`config.mk`:
```
export PLATFORM = sky130hd
export DESIGN_NAME = spi_eeprom_slave
export DESIGN_NICKNAME = d
export VERILOG_FILES = /design/src/rtl/ee_pkg.sv /design/src/rtl/ee_pin_front.sv /design/src/rtl/ee_store.sv /design/src/rtl/spi_eeprom_slave.sv
export SDC_FILE = /design/constraint.sdc
export NUM_CORES = 2
export LEC_CHECK = 0
export CAP_MARGIN = 15
export CORE_ASPECT_RATIO = 1.75
export CORE_MARGIN = 1.5
export CORE_UTILIZATION = 45
export CTS_CLUSTER_DIAMETER = 200
export CTS_CLUSTER_SIZE = 30
export DETAILED_ROUTE_END_ITERATION = 10
export PLACE_DENSITY = 0.64
export SLEW_MARGIN = 15
export SYNTH_ARGS = -nofsm -noshare
export SYNTH_HDL_FRONTEND = slang
export SYNTH_HIERARCHICAL = 1
export SYNTH_SLANG_ARGS = --single-unit
```
`constraint.sdc`:
```
create_clock -name clk -period 6.33 [get_ports clk]
set_clock_uncertainty 0.05 [all_clocks]
set_input_delay 0.633 -clock clk [delete_from_list [all_inputs] [get_ports clk]]
set_output_delay 0.633 -clock clk [all_outputs]
set_load 0.05 [all_outputs]
```
`src/rtl/ee_pkg.sv`:
```
package ee_pkg;

  typedef enum logic [3:0] {
    ST_OPC,   // collecting the opcode
    ST_ADR,   // collecting the address
    ST_RD,    // streaming array bytes
    ST_WRD,   // collecting page bytes
    ST_SRO,   // streaming the status byte
    ST_SRI,   // collecting a status byte
    ST_SRW,   // status byte held, waiting for deselect
    ST_WEN,   // enable opcode held, waiting for deselect
    ST_SKIP   // frame ignored until deselect
  } ee_state_t;

  localparam logic [7:0] OP_WEN   = 8'h06;
  localparam logic [7:0] OP_WDIS  = 8'h04;
  localparam logic [7:0] OP_RSTAT = 8'h05;
  localparam logic [7:0] OP_WSTAT = 8'h01;
  localparam logic [7:0] OP_RARR  = 8'h03;
  localparam logic [7:0] OP_WARR  = 8'h02;

  function automatic logic [7:0] stat_byte(logic [1:0] lvl, logic wel, logic busy);
    return {4'b0000, lvl, wel, busy};
  endfunction

endpackage

```
`src/rtl/ee_pin_front.sv`:
```
module ee_pin_front (
  input  logic clk,
  input  logic rst_n,
  input  logic cs_n,
  input  logic sck,
  input  logic si,
  input  logic hold_n,
  output logic sel,
  output logic rise,
  output logic fall,
  output logic cs_rise,
  output logic si_s,
  output logic paused
);
  logic cs_q, cs_q2, sck_q, sck_q2, hold_q, armed;

  always_ff @(posedge clk or negedge rst_n) begin
    if (!rst_n) begin
      cs_q   <= 1'b0;
      cs_q2  <= 1'b0;
      sck_q  <= 1'b0;
      sck_q2 <= 1'b0;
      si_s   <= 1'b0;
      hold_q <= 1'b1;
      armed  <= 1'b0;
      paused <= 1'b0;
    end else begin
      cs_q   <= cs_n;
      cs_q2  <= cs_q;
      sck_q  <= sck;
      sck_q2 <= sck_q;
      si_s   <= si;
      hold_q <= hold_n;
      if (cs_q2 && !cs_q) armed <= 1'b1;
      // pause state only changes while the serial clock is low
      if (cs_q) paused <= 1'b0;
      else if (!sck_q) paused <= !hold_q;
    end
  end

  assign sel     = armed & ~cs_q;
  assign cs_rise = armed & cs_q & ~cs_q2;
  assign rise    = sel & ~paused & sck_q & ~sck_q2;
  assign fall    = sel & ~paused & ~sck_q & sck_q2;

endmodule

```
`src/rtl/ee_store.sv`:
```
module ee_store #(
  parameter int ADDR_W     = 8,
  parameter int PAGE_BYTES = 4
) (
  input  logic                        clk,
  input  logic                        rst_n,
  input  logic [ADDR_W-1:0]           rd_addr,
  output logic [7:0]                  rd_data,
  input  logic                        st_clr,
  input  logic                        st_we,
  input  logic [$clog2(PAGE_BYTES)-1:0] st_off,
  input  logic [7:0]                  st_byte,
  input  logic                        lock,
  input  logic [ADDR_W-$clog2(PAGE_BYTES)-1:0] lock_page,
  input  logic                        lock_arr,
  input  logic                        apply,
  output logic [ADDR_W-$clog2(PAGE_BYTES)-1:0] pend_page,
  output logic [PAGE_BYTES*8-1:0]     pg_data,
  output logic [PAGE_BYTES-1:0]       pg_mask
);
  localparam int DEPTH = 1 << ADDR_W;
  localparam int OFF_W = $clog2(PAGE_BYTES);

  logic [7:0] mem   [DEPTH];
  logic [7:0] buf_q [PAGE_BYTES];
  logic       pend_arr;

  always_ff @(posedge clk or negedge rst_n) begin
    if (!rst_n) begin
      for (int i = 0; i < DEPTH; i++) mem[i] <= 8'h00;
      for (int i = 0; i < PAGE_BYTES; i++) buf_q[i] <= 8'h00;
      pg_mask   <= '0;
      pend_page <= '0;
      pend_arr  <= 1'b0;
    end else begin
      if (st_clr) pg_mask <= '0;
      else if (st_we) begin
        buf_q[st_off]   <= st_byte;
        pg_mask[st_off] <= 1'b1;
      end
      if (lock) begin
        pend_page <= lock_page;
        pend_arr  <= lock_arr;
      end
      if (apply && pend_arr)
        for (int i = 0; i < PAGE_BYTES; i++)
          if (pg_mask[i]) mem[{pend_page, OFF_W'(i)}] <= buf_q[i];
    end
  end

  assign rd_data = mem[rd_addr];

  for (genvar g = 0; g < PAGE_BYTES; g++) begin : g_pack
    assign pg_data[g*8 +: 8] = buf_q[g];
  end

endmodule

```
`src/rtl/spi_eeprom_slave.sv`:
```
module spi_eeprom_slave
  import ee_pkg::*;
#(
  parameter int ADDR_W     = 8,
  parameter int PAGE_BYTES = 4
) (
  input  logic                               clk,
  input  logic                               rst_n,
  input  logic                               cs_n,
  input  logic                               sck,
  input  logic                               si,
  input  logic                               hold_n,
  input  logic [1:0]                         prot_lvl,
  input  logic                               wr_busy,
  input  logic                               wr_apply,
  output logic                               so,
  output logic                               so_oe,
  output logic                               wr_req,
  output logic                               wr_is_status,
  output logic [ADDR_W-$clog2(PAGE_BYTES)-1:0] wr_page,
  output logic [PAGE_BYTES*8-1:0]            wr_data,
  output logic [PAGE_BYTES-1:0]              wr_mask,
  output logic [7:0]                         wr_status
);
  localparam int OFF_W = $clog2(PAGE_BYTES);

  function automatic logic [ADDR_W-1:0] page_step(logic [ADDR_W-1:0] a);
    return {a[ADDR_W-1:OFF_W], a[OFF_W-1:0] + OFF_W'(1)};
  endfunction

  logic sel, rise, fall, cs_rise, si_s, paused;

  ee_pin_front u_front (
    .clk(clk), .rst_n(rst_n), .cs_n(cs_n), .sck(sck), .si(si), .hold_n(hold_n),
    .sel(sel), .rise(rise), .fall(fall), .cs_rise(cs_rise), .si_s(si_s), .paused(paused)
  );

  ee_state_t         st;
  logic [2:0]        bit_cnt;
  logic [6:0]        sh_in;
  logic [ADDR_W-1:0] addr;
  logic [7:0]        out_sh;
  logic              so_q, drv, wel, is_rd;
  logic [7:0]        sr_val;

  logic [7:0]        byte_in, status_now, rd_data;
  logic              byte_done, commit_arr, commit_sr, wren_hit, wdis_hit;
  logic [ADDR_W-1:0] rd_addr;

  assign byte_in    = {sh_in, si_s};
  assign byte_done  = rise && (bit_cnt == 3'd7);
  assign status_now = stat_byte(prot_lvl, wel, wr_busy);
  assign rd_addr    = (st == ST_ADR) ? byte_in[ADDR_W-1:0] : addr + ADDR_W'(1);

  assign commit_arr = cs_rise && st == ST_WRD && bit_cnt == 3'd0 && (|wr_mask) && wel && !wr_busy;
  assign commit_sr  = cs_rise && st == ST_SRW && wel && !wr_busy;
  assign wren_hit   = cs_rise && st == ST_WEN;
  assign wdis_hit   = byte_done && st == ST_OPC && byte_in == OP_WDIS;

  ee_store #(.ADDR_W(ADDR_W), .PAGE_BYTES(PAGE_BYTES)) u_store (
    .clk(clk), .rst_n(rst_n),
    .rd_addr(rd_addr), .rd_data(rd_data),
    .st_clr(byte_done && st == ST_ADR && !is_rd),
    .st_we(byte_done && st == ST_WRD),
    .st_off(addr[OFF_W-1:0]), .st_byte(byte_in),
    .lock(commit_arr | commit_sr), .lock_page(addr[ADDR_W-1:OFF_W]), .lock_arr(commit_arr),
    .apply(wr_apply), .pend_page(wr_page), .pg_data(wr_data), .pg_mask(wr_mask)
  );

  always_ff @(posedge clk or negedge rst_n) begin
    if (!rst_n) begin
      st <= ST_OPC; bit_cnt <= 3'd0; sh_in <= '0; addr <= '0;
      out_sh <= 8'h00; so_q <= 1'b0; drv <= 1'b0; wel <= 1'b0; is_rd <= 1'b0;
      sr_val <= 8'h00; wr_req <= 1'b0; wr_is_status <= 1'b0;
    end else begin
      wr_req <= commit_arr | commit_sr;
      if (commit_arr | commit_sr) wr_is_status <= commit_sr;
      if (commit_arr | commit_sr) wel <= 1'b0;
      else if (wren_hit)          wel <= 1'b1;
      else if (wdis_hit)          wel <= 1'b0;

      if (!sel) begin
        st <= ST_OPC; bit_cnt <= 3'd0; drv <= 1'b0;
      end else begin
        if (rise) begin
          sh_in   <= byte_in[6:0];
          bit_cnt <= bit_cnt + 3'd1;
        end
        if (fall && (st == ST_RD || st == ST_SRO)) begin
          so_q   <= out_sh[7];
          out_sh <= {out_sh[6:0], 1'b0};
          drv    <= 1'b1;
        end
        if (rise && (st == ST_WEN || st == ST_SRW)) st <= ST_SKIP;
        if (byte_done) begin
          case (st)
            ST_OPC: begin
              case (byte_in)
                OP_WEN:   st <= ST_WEN;
                OP_RSTAT: begin st <= ST_SRO; out_sh <= status_now; end
                OP_WSTAT: st <= wr_busy ? ST_SKIP : ST_SRI;
                OP_RARR:  begin st <= wr_busy ? ST_SKIP : ST_ADR; is_rd <= 1'b1; end
                OP_WARR:  begin st <= wr_busy ? ST_SKIP : ST_ADR; is_rd <= 1'b0; end
                default:  st <= ST_SKIP;
              endcase
            end
            ST_ADR: begin
              addr <= byte_in[ADDR_W-1:0];
              if (is_rd) begin out_sh <= rd_data; st <= ST_RD; end
              else st <= ST_WRD;
            end
            ST_RD:  begin addr <= addr + ADDR_W'(1); out_sh <= rd_data; end
            ST_WRD: addr <= page_step(addr);
            ST_SRO: out_sh <= status_now;
            ST_SRI: begin sr_val <= byte_in; st <= ST_SRW; end
            default: ;
          endcase
        end
      end
    end
  end

  assign so        = so_q;
  assign so_oe     = sel & ~paused & drv;
  assign wr_status = sr_val;

  p_req_consumes_wel_r7: assert property (@(posedge clk) disable iff (!rst_n)
    wr_req |-> ($past(wel) && !wel));
  p_req_unit_idle_r11: assert property (@(posedge clk) disable iff (!rst_n)
    wr_req |-> !$past(wr_busy));
  p_req_at_deselect_r5: assert property (@(posedge clk) disable iff (!rst_n)
    wr_req |-> $past(cs_rise));
  p_pause_freezes_r8: assert property (@(posedge clk) disable iff (!rst_n)
    (paused && sel) |=> ($stable(bit_cnt) && $stable(sh_in)));
  p_wel_after_wren_r6: assert property (@(posedge clk) disable iff (!rst_n)
    $rose(wel) |-> ($past(cs_rise) && $past(st) == ST_WEN));
  p_page_nonempty_r4: assert property (@(posedge clk) disable iff (!rst_n)
    (wr_req && !wr_is_status) |-> (wr_mask != '0));

endmodule

```
==> reports/qor.yml <==
wl_per_cell_um: 37.9
clockBufferDepth: 3
grt_max_degree: 176
die_w_um: 356
num_rows: 226
hold_ws_ns: 0.218
slew_headroom_pct: 13.7
stdcell_count: 9163
peakVddDrop_mv: 0.217
post-route-util_pct: 48.1
yosysUniqueCellTypes: 91
rsz0062_at_grt: "no"
h-tree-depth: 3
die_h_um: 621
cap_violations: 0
final_cell_mix: "dfrtp_1 (2110), mux2_2 (2109), mux4_2 (421)"
track_usage_pct: 31.4
worst_r2r_path_depth: 15
hp-start: "hold_n"
numCtsBuffers: 81
netlist_instances: 6409
layout.nets: 6309
timing.rr.start: "st[2]$_DFF_PN0_"
syn_nets: 6423
avgSynthCellArea_sq_um: 15.3
grt_first_pass_wirelength_mm: 493
hold_violations: 0
cp.required_ns: 6.94
power_uw: 20900
area_delta_synth_final_pct: 6.16
worstSetupPathType: "reg -> reg"
hold_path_depth: 1
cp-end-kind: "flop"
gp_congestion: 1.01
drt_wl_total_mm: 348
grt_overflow_total: 0
fin_crit_sh_pct: 94.8
port_buffers: 63
ys_seq_elements: 2143
cts_sinks: 2143
syn-cell-area_sq_um: 98300
grt_pass1_vias: 64000
antenna_left: 0
path_max_fanout: 39
status: "finished clean"
layout-drive-gt1-share_pct: 46.5
synth_ff_type: "dfrtp_1"
dpl.cell_count: 9060
worstSetupStartpoint: "st[2]$_DFF_PN0_"
fmax_ghz: 0.167
start_util_pct: 45.3
firstDrtPassIters: 6
crit_path_start_kind: "flop"
clkTransAtPathRegs_ns: 0.13
drt-initial-drc-count: 5826
async_flop_share_pct: 100
ys_seq_area_share_pct: 54.6
insertion_delay_ns: 0.77
dp_hpwl_mm: 221
post-route-drc-count: 0
num-fill-cells: 18500
layout_min_cycle_time_ns: 6.00
drv_slew: 0
io_pins: 64
synth_edf_count: 0
leakage_uw: 0.0495
viasPerCell: 6.63
root_buffer: "clkbuf_16"
cts_tree: "yes"
die_area_sq_um: 221000
grt_antenna_before_repair: 24
fin_setup_tns_ns: 0
p_per_area_nw_per_um2: 200
arrival_ns: 6.61
core-area_sq_um: 217000
vias: 60800
yosysWarnings: 6
hold_path.class: "in -> reg"
tightestPinTransition_ns: 1.29
final_common_cell: "dfrtp_1"
setup_viol: 0
worst paths after layout:
check                                                     to  slack [ns]
worst max-delay path                   out_sh[4]$_DFFE_PN0P_        0.33
worst min-delay path                u_front/hold_q$_DFF_PN1_        0.22
worst max register to register         out_sh[4]$_DFFE_PN0P_        0.33
worst min register to register     u_front/armed$_DFFE_PN0P_        0.45
max in group asynchronous       u_store/mem[397]$_DFFE_PN0P_        3.61
min in group asynchronous       u_store/mem[368]$_DFFE_PN0P_        0.39
critical path: stages, from the launching register on:
cell and delay (ns):
dfrtp_1 0.62, nor4b_4 0.46, buf_4 0.31, nand2_1 0.13
o21ai_4 0.25, buf_12 0.37, mux4_2 0.56, a22o_1 0.33
a221oi_1 0.95, buf_4 0.29, o22ai_1 0.16, nor3_1 0.73
nor3_1 0.11, o211ai_1 0.13, mux2i_1 0.10, a221o_1 0.28
routing by layer:
layer | GRT usage, % | vias to the layer above | routed length, um
met5 | 0 | - | 0
met4 | 24.4 | 0 | 32600
met3 | 4.58 | 1022 | 21700
met2 | 52.1 | 2849 | 171000
met1 | 36.4 | 33400 | 122000
li1 | - | 23500 | -
power by group:
group | leakage [uW] | switching (uW) | internal, uW
clock | 0.00107 | 4300 | 2450
combinational | 0.0186 | 329 | 53.9
sequential | 0.0298 | 26.9 | 13700
total | 0.0495 | 4650 | 16200
kinds of logic after synthesis:
logic type	after synthesis	synth area share [%]
AO/OA/AOI/OAI	411	3.11
XOR/XNOR	4	0.0356
adder cells (fa/ha/maj)	5	0.0624
buffers and inverters	493	2.68
flip-flops	2143	54.6
multiplexers	2748	36.6
AND/OR/NAND/NOR	605	2.91
registers in the layout (all words and copies together) (netlist names), 4 cells and up:
register           flops
u_store/mem         2048
u_store/pg_data       32
addr                   8
out_sh                 8
wr_status              8
sh_in                  7
u_store/pend_page      6
st                     4
u_store/pg_mask        4
repair_timing:
action,4_1_cts,5_1_grt
endpoints found under the hold margin,139,0
gates resized for setup,0,0
buffers inserted,0,0
hold buffers,1,0
per-stage QoR:
stage                     cell area (sq um)  worst slack [ns]
final                                104000             0.330
after global routing                 104000             0.197
after CTS                            104000             0.663
after detailed placement             102000             0.685
after global placement               102000             0.693
after floorplan                       98300              2.40
layout make-up:
type / instances / area (sq um) / share of cell area [%]
clock buffers: 89 / 2140 / 2.05
diodes: 9 / 22.5 / 0.0216
repair buffers: 278 / 2580 / 2.47
inverters: 18 / 67.6 / 0.0647
flip-flops and latches: 2143 / 53700 / 51.5
well taps: 2850 / 3570 / 3.42
clock inverters: 3 / 37.5 / 0.0360
multi-input cells: 3773 / 42200 / 40.4
cells in the mapped netlist (all sizes together), types with 45 or more instances:
| cell | number | share of area (%) |
|---|---|---|
| o22ai | 69 | 0.44 |
| a221oi | 46 | 0.42 |
| mux2 | 2112 | 24 |
| buf | 146 | 1.3 |
| mux4 | 458 | 11 |
| dfrtp | 2142 | 55 |
| nand2 | 170 | 0.65 |
| a22o | 52 | 0.47 |
| nor2 | 251 | 0.98 |
| mux2i | 178 | 1.8 |
| clkbuf | 328 | 1.3 |
| o221ai | 45 | 0.40 |
Note: power is estimated with default switching activity, not from simulation.
